**src/rtl/tagx_pkg.sv**
```systemverilog
package tagx_pkg;

    typedef enum logic [2:0] {
        OP_NOP = 3'd0,
        OP_ADD = 3'd1,
        OP_SUB = 3'd2,
        OP_AND = 3'd3,
        OP_LD  = 3'd4,
        OP_LDS = 3'd5,
        OP_ST  = 3'd6,
        OP_CHK = 3'd7
    } op_e;

    typedef struct packed {
        logic alu;
        logic load;
        logic spec;
        logic store;
        logic check;
    } dec_t;

    function automatic dec_t decode(op_e op);
        dec_t d;
        d.alu   = (op == OP_ADD) || (op == OP_SUB) || (op == OP_AND);
        d.load  = (op == OP_LD) || (op == OP_LDS);
        d.spec  = (op == OP_LDS);
        d.store = (op == OP_ST);
        d.check = (op == OP_CHK);
        return d;
    endfunction

endpackage

```
**src/rtl/tagx_regfile.sv**
```systemverilog
module tagx_regfile #(
    parameter int unsigned NREG = 16,
    parameter int unsigned DW   = 32,
    localparam int unsigned IW  = $clog2(NREG)
) (
    input  logic            clk,
    input  logic            rst,
    input  logic [IW-1:0]   ra_idx,
    output logic [DW-1:0]   ra_data,
    output logic            ra_tag,
    input  logic [IW-1:0]   rb_idx,
    output logic [DW-1:0]   rb_data,
    output logic            rb_tag,
    input  logic [IW-1:0]   rp_idx,
    output logic [DW-1:0]   rp_data,
    output logic            rp_tag,
    input  logic            we,
    input  logic [IW-1:0]   w_idx,
    input  logic [DW-1:0]   w_data,
    input  logic            w_tag,
    output logic [NREG-1:0] tag_vec
);

    logic [DW-1:0]   data_q [NREG];
    logic [NREG-1:0] tag_q;

    for (genvar g = 0; g < NREG; g++) begin : g_reg
        always_ff @(posedge clk) begin
            if (rst) begin
                data_q[g] <= '0;
                tag_q[g]  <= 1'b0;
            end else if (we && (w_idx == IW'(g))) begin
                data_q[g] <= w_data;
                tag_q[g]  <= w_tag;
            end
        end
    end

    assign ra_data = data_q[ra_idx];
    assign ra_tag  = tag_q[ra_idx];
    assign rb_data = data_q[rb_idx];
    assign rb_tag  = tag_q[rb_idx];
    assign rp_data = data_q[rp_idx];
    assign rp_tag  = tag_q[rp_idx];
    assign tag_vec = tag_q;

    // a write lands with the tag it was given
    a_r2_write_lands: assert property (@(posedge clk) disable iff (rst)
        we |=> (tag_q[$past(w_idx)] == $past(w_tag)) && (data_q[$past(w_idx)] == $past(w_data)));

endmodule

```
**src/rtl/tagx_exec.sv**
```systemverilog
module tagx_exec
    import tagx_pkg::*;
#(
    parameter int unsigned DW = 32,
    parameter int unsigned AW = 32,
    parameter int unsigned IW = 4
) (
    input  logic          clk,
    input  logic          rst,
    input  logic          valid,
    input  op_e           op,
    input  logic [IW-1:0] rd,
    input  logic [DW-1:0] a,
    input  logic          ta,
    input  logic [DW-1:0] b,
    input  logic          tb,
    input  logic [AW-1:0] target,
    input  logic [DW-1:0] mem_rdata,
    input  logic          mem_fault,
    output logic          we,
    output logic [IW-1:0] w_idx,
    output logic [DW-1:0] w_data,
    output logic          w_tag,
    output logic [AW-1:0] mem_addr,
    output logic [DW-1:0] mem_wdata,
    output logic          mem_we,
    output logic          exc,
    output logic          redir,
    output logic [AW-1:0] redir_addr
);

    dec_t          dec;
    logic [DW-1:0] alu_res;
    logic          bad_addr;
    logic          src_poison;

    assign dec        = decode(op);
    assign bad_addr   = mem_fault || ta;
    assign src_poison = ta || tb;

    always_comb begin
        unique case (op)
            OP_ADD:  alu_res = a + b;
            OP_SUB:  alu_res = a - b;
            OP_AND:  alu_res = a & b;
            default: alu_res = '0;
        endcase
    end

    always_comb begin
        we     = 1'b0;
        w_data = '0;
        w_tag  = 1'b0;
        exc    = 1'b0;
        mem_we = 1'b0;
        redir  = 1'b0;
        if (valid) begin
            if (dec.alu) begin
                we     = 1'b1;
                w_data = alu_res;
                w_tag  = src_poison;
            end else if (dec.load) begin
                if (!bad_addr) begin
                    we     = 1'b1;
                    w_data = mem_rdata;
                end else if (dec.spec) begin
                    we    = 1'b1;
                    w_tag = 1'b1;
                end else begin
                    exc = 1'b1;
                end
            end else if (dec.store) begin
                mem_we = !src_poison;
                exc    = src_poison;
            end else if (dec.check) begin
                redir = ta;
            end
        end
    end

    assign w_idx      = rd;
    assign mem_addr   = AW'(a);
    assign mem_wdata  = b;
    assign redir_addr = target;

    // a poisoned store never reaches memory
    a_r9_store_blocked: assert property (@(posedge clk) disable iff (rst)
        mem_we |-> !exc && !redir);

    // a speculative load never raises the exception
    a_r4_spec_silent: assert property (@(posedge clk) disable iff (rst)
        (valid && dec.spec) |-> !exc);

endmodule

```
**src/rtl/spec_tag_core.sv**
```systemverilog
module spec_tag_core
    import tagx_pkg::*;
#(
    parameter int unsigned NREG = 16,
    parameter int unsigned DW   = 32,
    parameter int unsigned AW   = 32,
    localparam int unsigned IW  = $clog2(NREG)
) (
    input  logic          clk,
    input  logic          rst,
    input  logic          op_valid,
    input  logic [2:0]    op_code,
    input  logic [IW-1:0] op_rd,
    input  logic [IW-1:0] op_rs1,
    input  logic [IW-1:0] op_rs2,
    input  logic [AW-1:0] op_target,
    input  logic [DW-1:0] mem_rdata,
    input  logic          mem_fault,
    output logic [AW-1:0] mem_addr,
    output logic [DW-1:0] mem_wdata,
    output logic          mem_we,
    output logic          exc_valid,
    output logic          redirect_valid,
    output logic [AW-1:0] redirect_addr,
    input  logic [IW-1:0] peek_idx,
    output logic [DW-1:0] peek_data,
    output logic          peek_tag
);

    op_e             op;
    logic [DW-1:0]   a_data, b_data, w_data;
    logic            a_tag, b_tag, w_tag, we;
    logic [IW-1:0]   w_idx;
    logic [NREG-1:0] tag_vec;

    assign op = op_e'(op_code);

    tagx_regfile #(.NREG(NREG), .DW(DW)) i_rf (
        .clk    (clk),
        .rst    (rst),
        .ra_idx (op_rs1),
        .ra_data(a_data),
        .ra_tag (a_tag),
        .rb_idx (op_rs2),
        .rb_data(b_data),
        .rb_tag (b_tag),
        .rp_idx (peek_idx),
        .rp_data(peek_data),
        .rp_tag (peek_tag),
        .we     (we),
        .w_idx  (w_idx),
        .w_data (w_data),
        .w_tag  (w_tag),
        .tag_vec(tag_vec)
    );

    tagx_exec #(.DW(DW), .AW(AW), .IW(IW)) i_exec (
        .clk       (clk),
        .rst       (rst),
        .valid     (op_valid),
        .op        (op),
        .rd        (op_rd),
        .a         (a_data),
        .ta        (a_tag),
        .b         (b_data),
        .tb        (b_tag),
        .target    (op_target),
        .mem_rdata (mem_rdata),
        .mem_fault (mem_fault),
        .we        (we),
        .w_idx     (w_idx),
        .w_data    (w_data),
        .w_tag     (w_tag),
        .mem_addr  (mem_addr),
        .mem_wdata (mem_wdata),
        .mem_we    (mem_we),
        .exc       (exc_valid),
        .redir     (redirect_valid),
        .redir_addr(redirect_addr)
    );

    // a faulting speculative load poisons its destination
    a_r4_spec_poison: assert property (@(posedge clk) disable iff (rst)
        (op_valid && op == OP_LDS && mem_fault) |=> tag_vec[$past(op_rd)]);

    // a faulting normal load changes no tag
    a_r6_no_tag_change: assert property (@(posedge clk) disable iff (rst)
        (op_valid && op == OP_LD && mem_fault) |=> $stable(tag_vec));

    // a check never alters the tags
    a_r11_check_stable: assert property (@(posedge clk) disable iff (rst)
        (op_valid && op == OP_CHK) |=> $stable(tag_vec));

    // a redirect comes alone
    a_r10_redirect_alone: assert property (@(posedge clk) disable iff (rst)
        redirect_valid |-> !exc_valid && !mem_we);

    // idle cycles are quiet and keep state
    a_r12_idle_quiet: assert property (@(posedge clk) disable iff (rst)
        !op_valid |-> !exc_valid && !redirect_valid && !mem_we);
    a_r12_idle_keeps: assert property (@(posedge clk) disable iff (rst)
        !op_valid |=> $stable(tag_vec));

endmodule

```
**config.mk**
```make
export PLATFORM = sky130hd
export DESIGN_NAME = spec_tag_core
export DESIGN_NICKNAME = d
export VERILOG_FILES = /design/src/rtl/tagx_pkg.sv /design/src/rtl/tagx_regfile.sv /design/src/rtl/tagx_exec.sv /design/src/rtl/spec_tag_core.sv
export SDC_FILE = /design/constraint.sdc
export NUM_CORES = 1
export LEC_CHECK = 0
export BUFFER_PORTS_ARGS = -buffer_cell sky130_fd_sc_hd__buf_2
export CAP_MARGIN = 20
export CORE_ASPECT_RATIO = 1.4
export CORE_MARGIN = 2
export CORE_UTILIZATION = 60
export CTS_BUF_LIST = sky130_fd_sc_hd__clkbuf_4 sky130_fd_sc_hd__clkbuf_8 sky130_fd_sc_hd__clkbuf_16
export CTS_CLUSTER_SIZE = 14
export DETAILED_ROUTE_END_ITERATION = 10
export PLACE_DENSITY = 0.79
export SYNTH_ARGS = -nofsm -noshare
export SYNTH_HDL_FRONTEND = slang
export SYNTH_HIERARCHICAL = 1
export SYNTH_SLANG_ARGS = --single-unit
export TNS_END_PERCENT = 1
```
**constraint.sdc**
```tcl
create_clock -name clk -period 8.9 [get_ports clk]
set_input_delay 1.78 -clock clk [delete_from_list [all_inputs] [get_ports clk]]
set_output_delay 1.78 -clock clk [all_outputs]
set_load 0.03 [all_outputs]
```
Word level (Yosys, flattened, before mapping)
Memories as Yosys holds them, arrays and structs flattened.
Cells that the tools add are included.
{"block": "classes", "n_addsub": 2, "order_cmp": 3, "n_eq_ne": 22, "n_mux": 101, "bitwise": 17, "reduce_logical": 23}
{"operator": "two-way mux 32 bit", "count": 20}
{"operator": "case mux 32 bit (3 select lines)", "count": 1}
{"operator": "two-way mux 1 bit", "count": 77}
{"operator": "adder 32 bit", "count": 1}
{"operator": "AND 32 bit", "count": 1}
{"operator": "== test 4 bit, second input constant", "count": 8}
{"operator": "subtractor 32 bit", "count": 1}
{"operator": "== test 4 x 3 -> 1 bit, second input constant", "count": 4}
{"operator": "logical AND 1 bit", "count": 16}
{"operator": "OR 1 bit", "count": 16}
{"operator": "< comparator 4 x 5 -> 1 bit, second input constant", "count": 3}
{"operator": "binary-select mux 1 bit (select 4 bit)", "count": 3}
{"operator": "== test 3 bit, second input constant", "count": 4}
{"operator": "== test 4 x 2 -> 1 bit, second input constant", "count": 2}
{"operator": "== test 3 x 2 -> 1 bit, second input constant", "count": 2}
{"operator": "logical OR 1 bit", "count": 5}
{"operator": "== test 4 x 1 -> 1 bit, second input constant", "count": 1}
{"operator": "logical NOT 4 bit", "count": 1}
{"operator": "== test 3 x 1 -> 1 bit, second input constant", "count": 1}
{"operator": "logical NOT 1 bit", "count": 1}
{"block": "word_totals", "regBits": 16, "ramBits": 512, "in_bits": 87, "word_cells": 185, "n_memories": 1}
{"name": "i_rf.data_q", "depth": 16, "word_bits": 32, "rd": 3, "rd_clocked_by_memory_dff": 0, "write_ports": 16, "line_no": "tagx_regfile.sv:24", "text": "logic [DW-1:0] data_q [NREG];"}

Logic depth before layout (Yosys ltp)
Gate-level depths: netlist of run 1.
{"block": "depth", "depth_word": 12, "depth_mapped": 26, "depth_no_buf": 21}

By module
The synthesis of run 1 kept the hierarchy.
{"module": "tagx_regfile", "instances": 1, "cells_each": 2045, "area_each_um2": 31101.1, "seq_area_each_um2": 15695.1}
{"module": "tagx_exec", "instances": 1, "cells_each": 569, "area_each_um2": 3936.3, "seq_area_each_um2": 0.0}

Least setup slack after synthesis of run 1
OpenSTA, ideal clock, no wires.
{"block": "synth_path", "path_kind": "in2reg", "start": "input port op_rs2[0]", "end": "memory i_rf.data_q[10][31], data pin", "setup_ps": 255, "arrival_time_ps": 7377, "setup_slack_ps": 1268, "path_stages": 25, "n_path_buf": 5, "cell_sequence": "clkbuf_1 buf_2 buf_2 mux4_2 a22oi_1 nand2_1 nor4_1 nand3b_1 or3_1 nor2_1 nand2_1 nand2_1 xor2_1 ha_1 clkbuf_1 a21o_1 a21o_1 a21oi_1 o21ai_0 a211o_1 o32ai_1 mux2i_1 a221o_1 clkbuf_1 and2_1"}
{"item": "start, declared", "line_no": "spec_tag_core.sv:15", "text": "input logic [IW-1:0] op_rs2,"}
{"item": "end, declared", "line_no": "tagx_regfile.sv:24"}

==> results of run 1 <==
-- power by group --
| part | internal, uW | total [uW] | switching (uW) |
|---|---|---|---|
| Clock | 1310 | 2320 | 1010 |
| Sequential | 2820 | 2880 | 65.6 |
| Combinational | 531 | 1440 | 910 |
| Total | 4660 | 6650 | 1990 |
-- layout make-up --
class | count | area, um2
clock buffer | 55 | 1320
timing repair buffer | 251 | 1650
clock inverter | 41 | 427
sequential | 528 | 15700
multi-input combinational | 1720 | 17700
inverter | 25 | 93.8
antenna | 9 | 22.5
fill | 4073 | 19800
tap | 742 | 928
-- sequential cells by signal, indices dropped and copies added, names as in the netlist --
signal	cells
i_rf/data_q	512
i_rf/tag_vec	16
-- path summary, 6_finish.rpt --
check	startpoint	to	depth (start not counted)
worst max-delay path	op_rs2[0]	i_rf/data_q[2][29]	20
worst min-delay path	i_rf/tag_vec[14]	i_rf/tag_vec[14]	1
worst max register to register	i_rf/data_q[3][4]	i_rf/data_q[2][29]	20
worst min register to register	i_rf/tag_vec[14]	i_rf/tag_vec[14]	1
-- per-stage QoR --
step | instance area (um2) | instances | worst slack, ns
final | 37900 | 3371 | 0.889
after global routing | 37800 | 3363 | 0.645
after CTS | 37800 | 3360 | 1.21
after detailed placement | 36100 | 3264 | 0.607
after global placement | 36000 | 3256 | 0.704
after floorplan | 35000 | 2614 | 1.27
-- critical path, stage by stage --
cell and delay (ns):
sky130_fd_sc_hd__clkbuf_8 0.13, sky130_fd_sc_hd__buf_12 0.24, sky130_fd_sc_hd__buf_4 0.49, sky130_fd_sc_hd__mux4_2 0.57, sky130_fd_sc_hd__a22oi_1 0.34, sky130_fd_sc_hd__nand2_1 0.28, sky130_fd_sc_hd__or4_4 0.59, sky130_fd_sc_hd__nor2_1 0.23
sky130_fd_sc_hd__nand2_1 0.16, sky130_fd_sc_hd__nor2_1 0.30, sky130_fd_sc_hd__nor2_1 0.10, sky130_fd_sc_hd__xnor2_1 0.14, sky130_fd_sc_hd__ha_1 0.38, sky130_fd_sc_hd__a21oi_1 0.26, sky130_fd_sc_hd__o21ai_0 0.16, sky130_fd_sc_hd__a211o_1 0.32
sky130_fd_sc_hd__o32ai_1 0.63, sky130_fd_sc_hd__xor2_1 0.15, sky130_fd_sc_hd__o22ai_1 0.92, sky130_fd_sc_hd__and2_1 0.26
-- kinds of logic (layout without fill, tap and decap cells) --
logic type	count (synthesis)	after routing	share of synthesized area, %
compound gates	425	425	8.68
xor+xnor	53	53	1.38
fa+ha+maj	34	34	1.24
buf+inv	366	372	5.15
flops	528	528	44.8
mux	399	399	25.5
other cells	0	9	0
simple gates	809	809	13.2
-- layout by cell type, fill, tap and decap left out, types with 6 or more instances in the layout --
master	synthesis	layout
sky130_fd_sc_hd__buf_2	45	151
sky130_fd_sc_hd__a32o_1	8	8
sky130_fd_sc_hd__clkinv_1	1	14
sky130_fd_sc_hd__mux4_2	396	396
sky130_fd_sc_hd__xor2_1	30	30
sky130_fd_sc_hd__nand2b_1	10	10
sky130_fd_sc_hd__nor3_1	11	8
sky130_fd_sc_hd__inv_2	0	16
sky130_fd_sc_hd__a22o_1	16	16
sky130_fd_sc_hd__nor2_1	52	39
sky130_fd_sc_hd__buf_12	0	9
sky130_fd_sc_hd__clkinv_2	0	15
sky130_fd_sc_hd__o211ai_1	7	7
sky130_fd_sc_hd__nor4_1	7	7
sky130_fd_sc_hd__nor2_4	0	16
sky130_fd_sc_hd__a32oi_1	17	17
sky130_fd_sc_hd__a22oi_1	199	199
sky130_fd_sc_hd__and2_1	516	513
sky130_fd_sc_hd__o22ai_1	6	6
sky130_fd_sc_hd__o21a_1	11	11
sky130_fd_sc_hd__clkbuf_16	0	52
sky130_fd_sc_hd__o31ai_1	8	8
sky130_fd_sc_hd__edfxtp_1	512	512
sky130_fd_sc_hd__nor3b_1	6	6
sky130_fd_sc_hd__diode_2	0	9
sky130_fd_sc_hd__a21o_1	17	17
sky130_fd_sc_hd__ha_1	33	33
sky130_fd_sc_hd__dfxtp_1	16	16
sky130_fd_sc_hd__inv_1	24	8
sky130_fd_sc_hd__nand3_1	16	16
sky130_fd_sc_hd__bufinv_16	0	8
sky130_fd_sc_hd__a21boi_0	12	12
sky130_fd_sc_hd__o21ai_0	31	31
sky130_fd_sc_hd__buf_4	100	84
sky130_fd_sc_hd__nand2_1	144	144
sky130_fd_sc_hd__nor2b_4	0	6
sky130_fd_sc_hd__xnor2_1	22	22
sky130_fd_sc_hd__a21oi_1	64	64
-- layer usage --
layer / vias up / routed length [um] / share of wire, %
li1: 10100 / - / -
met5: - / 13 / 0.011
met4: 2 / 12100 / 10
met3: 782 / 17300 / 14
met2: 2496 / 56100 / 46
met1: 12900 / 35800 / 30
==> metrics.cfg, run 1 <==
[clock_network]
clock_tree_from_tritoncts = built
cts.repair.resized = 0
cts_sinks = 528
cts_post_setup_buffers_inserted = 0
cts.htree.levels = 2
clock_tree.buffer_depth = 3
worst_setup_hold_path_clk_slew_ns = 0.06
cts_hold_buffers = 0
clk_root_buffer_cell = sky130_fd_sc_hd__clkbuf_16
tritoncts.num_buffers = 52
clk_latency_ns = 0.65

[routing]
first_iter_violations = 4156
routed_wl_mm = 121
via_count = 26300
detail_route.vias_per_cell = 7.80
avgRoutedWirePerCell_um = 36.0
antenna_violating_nets_post_route = 0
firstDrtPassIters = 6
drc_errors = 0

[place]
hpwlAfterDp_mm = 72.5
routabilityCongestion = 0.976
place.port_buffers = 154

[critical_path]
cp-end-kind = register
crit_required_ns = 9.39
timing.critical_path.from_type = primary input
reg2reg_setup_slack_ns = 2.15
critPathArrivalTime_ns = 8.50
critPathKind = in2reg
cp_max_fo = 30

[power_and_ir_drop]
vdd_drop_max_mv = 0.158
total_power_uw = 6650
p_leak_uw = 0.0140
powerDensity_nw_per_um2 = 176

[die]
placement_rows = 104
ioPinCount = 219
chipHeight_um = 290
design.die.area_um2 = 60400
coreArea_um2 = 57600
floorplan.initialDensity_pct = 60.8
die_w_um = 208

[synthesis]
post_synth_main_area_contributors = sky130_fd_sc_hd__edfxtp_1 (44%), sky130_fd_sc_hd__mux4_2 (25%), sky130_fd_sc_hd__and2_1 (9.2%)
yosysMostFrequentCell = sky130_fd_sc_hd__and2_1
netlist.area_leader.share_pct = 43.9
synth_sequential_area_ratio_pct = 44.8
ys_seq_elements = 528
syn-instance-count = 2614
synthDominantAreaCellType = sky130_fd_sc_hd__edfxtp_1
synth_common_cells = sky130_fd_sc_hd__and2_1 (516), sky130_fd_sc_hd__edfxtp_1 (512), sky130_fd_sc_hd__mux4_2 (396), sky130_fd_sc_hd__a22oi_1 (199), sky130_fd_sc_hd__clkbuf_1 (181)
ys_warn_count = 6
synth_enable_flop_cells = 512
synth.net_count = 2735
yosys.cell_types.count = 68
post_synth_instance_area_um2 = 35000
ys_dominant_reg_cell = sky130_fd_sc_hd__edfxtp_1
async_s_r_ff_share_synth_pct = 0
syn_area_per_cell_um2 = 13.4

[grt]
global_route.usage.met3_pct = 10.2
antenna_found_initial = 6
grt.overflow.total = 0
grt_max_degree = 78
grt_pass1_wl_mm = 175
groute.layer.met2.usage_pct = 63.3
global_route.peak_usage_layer = met2
grt_pass1_vias = 26800
met1_capacity_usage_during_global_routing_pct = 47.0
grtUsageTotal_pct = 40.2

[sta]
max_slew_violations = 0
final_hold_viol_count = 0
fmax_mhz = 125
period_utilization_pct = 90.0
timing.final.setup_violations = 0
post-route-min-period_ns = 8.01
maxSlewHeadroom_pct = 17.9
setup_skew_after_layout_ns = 0.0429
worst_hold_margin_ns = 0.541
totalNegativeSetupSlack_ns = 0
rsz_0062_raised_after_global_routing = no
tightestPinTransition_ns = 1.23

[outcome]
outcome = finished clean

[cells_and_area]
fin_nets = 2699
fin_util_pct = 65.7
area_growth_pct = 8.08
post_route_cells_drive_above_1_share_pct = 30.0

[hold_path]
worstHoldPathType = reg2reg

[job]
max_cap_violations = 0

Note: power is estimated with default switching activity, not from simulation.
==> run 2, diff against run 1 <==
--- a/config.mk
+++ b/config.mk
@@ -11,9 +11,10 @@
 export CORE_MARGIN = 2
 export CORE_UTILIZATION = 60
 export CTS_BUF_LIST = sky130_fd_sc_hd__clkbuf_4 sky130_fd_sc_hd__clkbuf_8 sky130_fd_sc_hd__clkbuf_16
-export CTS_CLUSTER_SIZE = 14
+export CTS_CLUSTER_SIZE = 16
 export DETAILED_ROUTE_END_ITERATION = 10
 export PLACE_DENSITY = 0.79
+export REMOVE_ABC_BUFFERS = 1
 export SYNTH_ARGS = -nofsm -noshare
 export SYNTH_HDL_FRONTEND = slang
 export SYNTH_HIERARCHICAL = 1
==> run 2 against run 1 <==
Against the previous run: critical path type unchanged; largest cell class unchanged; clock skew shrank 0.013 ns; largest power group unchanged; core utilization shrank 0.21 points; flip-flop and latch count is the same; clock-buffer cell count grew 12; critical path depth grew 1; fmax grew 0.98%.
==> metrics.cfg, run 2 (synthesis results as in run 1) <==
[critical_path]
cp_max_fo = 39  ; was 30
cp-end-kind = register  ; unchanged
critPathKind = in2reg  ; unchanged
crit_required_ns = 9.38  ; was 9.39 ns
critPathArrivalTime_ns = 8.42  ; was 8.50 ns
timing.critical_path.from_type = primary input  ; unchanged
worstRegToRegCells = 19  ; was 20

[die]
ioPinCount = 219  ; unchanged
placement_rows = 104  ; unchanged
chipHeight_um = 290  ; unchanged
die_w_um = 208  ; unchanged
coreArea_um2 = 57600  ; unchanged
floorplan.initialDensity_pct = 60.8  ; unchanged
design.die.area_um2 = 60400  ; unchanged

[grt]
antenna_found_initial = 6  ; unchanged
grtUsageTotal_pct = 40.5  ; was 40.2%
grt_pass1_vias = 26600  ; was 26800
grt_max_degree = 81  ; was 78
grt_pass1_wl_mm = 175  ; about the same
grt.overflow.total = 0  ; unchanged

[clock_network]
cts_sinks = 528  ; unchanged
cts_hold_buffers = 0  ; unchanged
cts_post_setup_buffers_inserted = 0  ; unchanged
clock_tree_from_tritoncts = built  ; unchanged
tritoncts.num_buffers = 52  ; unchanged
cts.htree.levels = 2  ; unchanged
clk_root_buffer_cell = sky130_fd_sc_hd__clkbuf_16  ; unchanged
worst_setup_hold_path_clk_slew_ns = 0.06  ; about the same
clock_tree.buffer_depth = 3  ; unchanged
clk_latency_ns = 0.63  ; was 0.65 ns
cts.repair.resized = 0  ; unchanged

[cells_and_area]
most-common-layout-cells = sky130_fd_sc_hd__and2_1 (513), sky130_fd_sc_hd__edfxtp_1 (512), sky130_fd_sc_hd__mux4_2 (396)  ; unchanged
leading_cell_type_in_the_layout_fill_and_taps_excluded = sky130_fd_sc_hd__and2_1  ; unchanged
layout.cells.non_filler = 3359  ; was 3371
area_growth_pct = 7.73  ; was 8.08%
fin_util_pct = 65.5  ; was 65.7%
largest_register_ff_count = 512  ; unchanged
multi_input_gate_area_in_the_final_layout_um2 = 17700  ; about the same
fin_nets = 2698  ; was 2699
largest-register = i_rf/data_q  ; unchanged
register_cell_area_after_layout_um2 = 15700  ; unchanged
post_route_cells_drive_above_1_share_pct = 30.1  ; was 30.0%
fill_cells = 4042  ; was 4073
finalInstanceArea_um2 = 37700  ; was 37900 um2

[sta]
setup_skew_after_layout_ns = 0.0302  ; was 0.0429 ns
tightestPinTransition_ns = 1.25  ; was 1.23 ns
period_utilization_pct = 89.1  ; was 90.0%
timing.final.setup_violations = 0  ; unchanged
rsz_0062_raised_after_global_routing = no  ; unchanged
totalNegativeSetupSlack_ns = 0  ; unchanged
final_hold_viol_count = 0  ; unchanged
maxSlewHeadroom_pct = 16.4  ; was 17.9%
max_slew_violations = 0  ; unchanged
post-route-min-period_ns = 7.93  ; was 8.01 ns
fmax_mhz = 126  ; was 125 MHz

[place]
routabilityCongestion = 1.01  ; was 0.976
place.port_buffers = 154  ; unchanged
dp_cells = 3260  ; was 3264
hpwlAfterDp_mm = 73.1  ; was 72.5 mm
dpl-instance-area_um2 = 36000  ; was 36100 um2

[job]
max_cap_violations = 0  ; unchanged

[hold_path]
worstHoldPathType = reg2reg  ; unchanged
whs_path_depth = 1  ; unchanged

[power_and_ir_drop]
seq_power_share_pct = 44.0  ; was 43.3%
powerDensity_nw_per_um2 = 174  ; was 176 nW/um2
combPwrFrac_pct = 22.2  ; was 21.7%
vdd_drop_max_mv = 0.139  ; was 0.158 mV
switching_share_pct = 29.9  ; about the same
clock_power_share_pct = 33.9  ; was 35.0%
power_report.internal_total_uw = 4600  ; was 4660 uW
p_leak_uw = 0.0139  ; was 0.0140 uW
power_switching_uw = 1960  ; was 1990 uW

[outcome]
outcome = finished clean  ; unchanged

[routing]
firstDrtPassIters = 6  ; unchanged
antenna_violating_nets_post_route = 0  ; unchanged
first_iter_violations = 4573  ; was 4156
drc_errors = 0  ; unchanged
routed_wl_mm = 123  ; was 121 mm
via_count = 26300  ; about the same
detail_route.vias_per_cell = 7.84  ; was 7.80
avgRoutedWirePerCell_um = 36.5  ; was 36.0 um

run 2: changes by cell type in the layout (fill, tap and decap cells not counted), moves of 2 or more:
cell / previous run / this run
sky130_fd_sc_hd__clkbuf_4: 3 / 14
sky130_fd_sc_hd__clkinv_2: 15 / 8
sky130_fd_sc_hd__diode_2: 9 / 3
sky130_fd_sc_hd__clkinv_1: 14 / 9
sky130_fd_sc_hd__bufinv_16: 8 / 4
sky130_fd_sc_hd__buf_8: 0 / 3
sky130_fd_sc_hd__buf_2: 151 / 153
sky130_fd_sc_hd__buf_4: 84 / 82
sky130_fd_sc_hd__clkbuf_8: 3 / 1
run 2: per-stage QoR:
step	hold slack [ns]	power (uW)	worst slack (ns)
detailed placement	0.517	4330	0.525
CTS	0.531	6500	1.12
floorplan	0.479	3770	1.58
global placement	0.494	4290	0.688
global route	0.552	6700	0.701
finish	0.542	6560	0.967
run 2: worst paths after layout:
path                               to  slack, ns               start
setup / recovery  i_rf/data_q[15][29]       0.97           op_rs2[0]
hold / removal       i_rf/tag_vec[13]       0.54    i_rf/tag_vec[13]
setup reg to reg  i_rf/data_q[15][29]       2.46  i_rf/data_q[0][14]
hold reg to reg      i_rf/tag_vec[13]       0.54    i_rf/tag_vec[13]
run 2: per-layer routing:
layer  GRT usage, %  share of wire (%)
met2           61.7                 45
met5          0.561              0.058
met3           12.5                 16
met1           49.8                 31
met4           27.8                8.6
run 2: final cells by class:
type	count	area share, %
clock buffer	67	3.81
inverter	25	0.249
multi-input combinational	1720	47.0
sequential	528	41.6
clock inverter	24	0.593
tap	742	2.46
timing repair buffer	250	4.31
antenna	3	0.0199
run 2: critical path, stage by stage:
cell	delay (ns)
sky130_fd_sc_hd__buf_8	0.36
sky130_fd_sc_hd__buf_12	0.31
sky130_fd_sc_hd__mux4_2	0.54
sky130_fd_sc_hd__a22oi_1	0.25
sky130_fd_sc_hd__nand2_1	0.25
sky130_fd_sc_hd__or4_4	0.52
sky130_fd_sc_hd__or4_4	0.46
sky130_fd_sc_hd__nor2_1	0.21
sky130_fd_sc_hd__nand2_1	0.15
sky130_fd_sc_hd__nand2_1	0.11
sky130_fd_sc_hd__xor2_1	0.17
sky130_fd_sc_hd__ha_1	0.34
sky130_fd_sc_hd__a21o_1	0.24
sky130_fd_sc_hd__a21o_1	0.18
sky130_fd_sc_hd__a21oi_1	0.18
sky130_fd_sc_hd__o21ai_0	0.12
sky130_fd_sc_hd__a211o_1	0.31
sky130_fd_sc_hd__o32ai_1	0.62
sky130_fd_sc_hd__xor2_1	0.13
sky130_fd_sc_hd__o22ai_1	0.78
sky130_fd_sc_hd__and2_1	0.24
run 2: power groups by stage:
stage | Sequential [uW] | Clock [uW] | Combinational (uW)
after floorplan | 2910 | 0 | 868
after global placement | 2910 | 0 | 1380
after detailed placement | 2930 | 0 | 1400
after CTS | 2880 | 2220 | 1410
after global routing | 2890 | 2300 | 1510
final | 2880 | 2220 | 1450
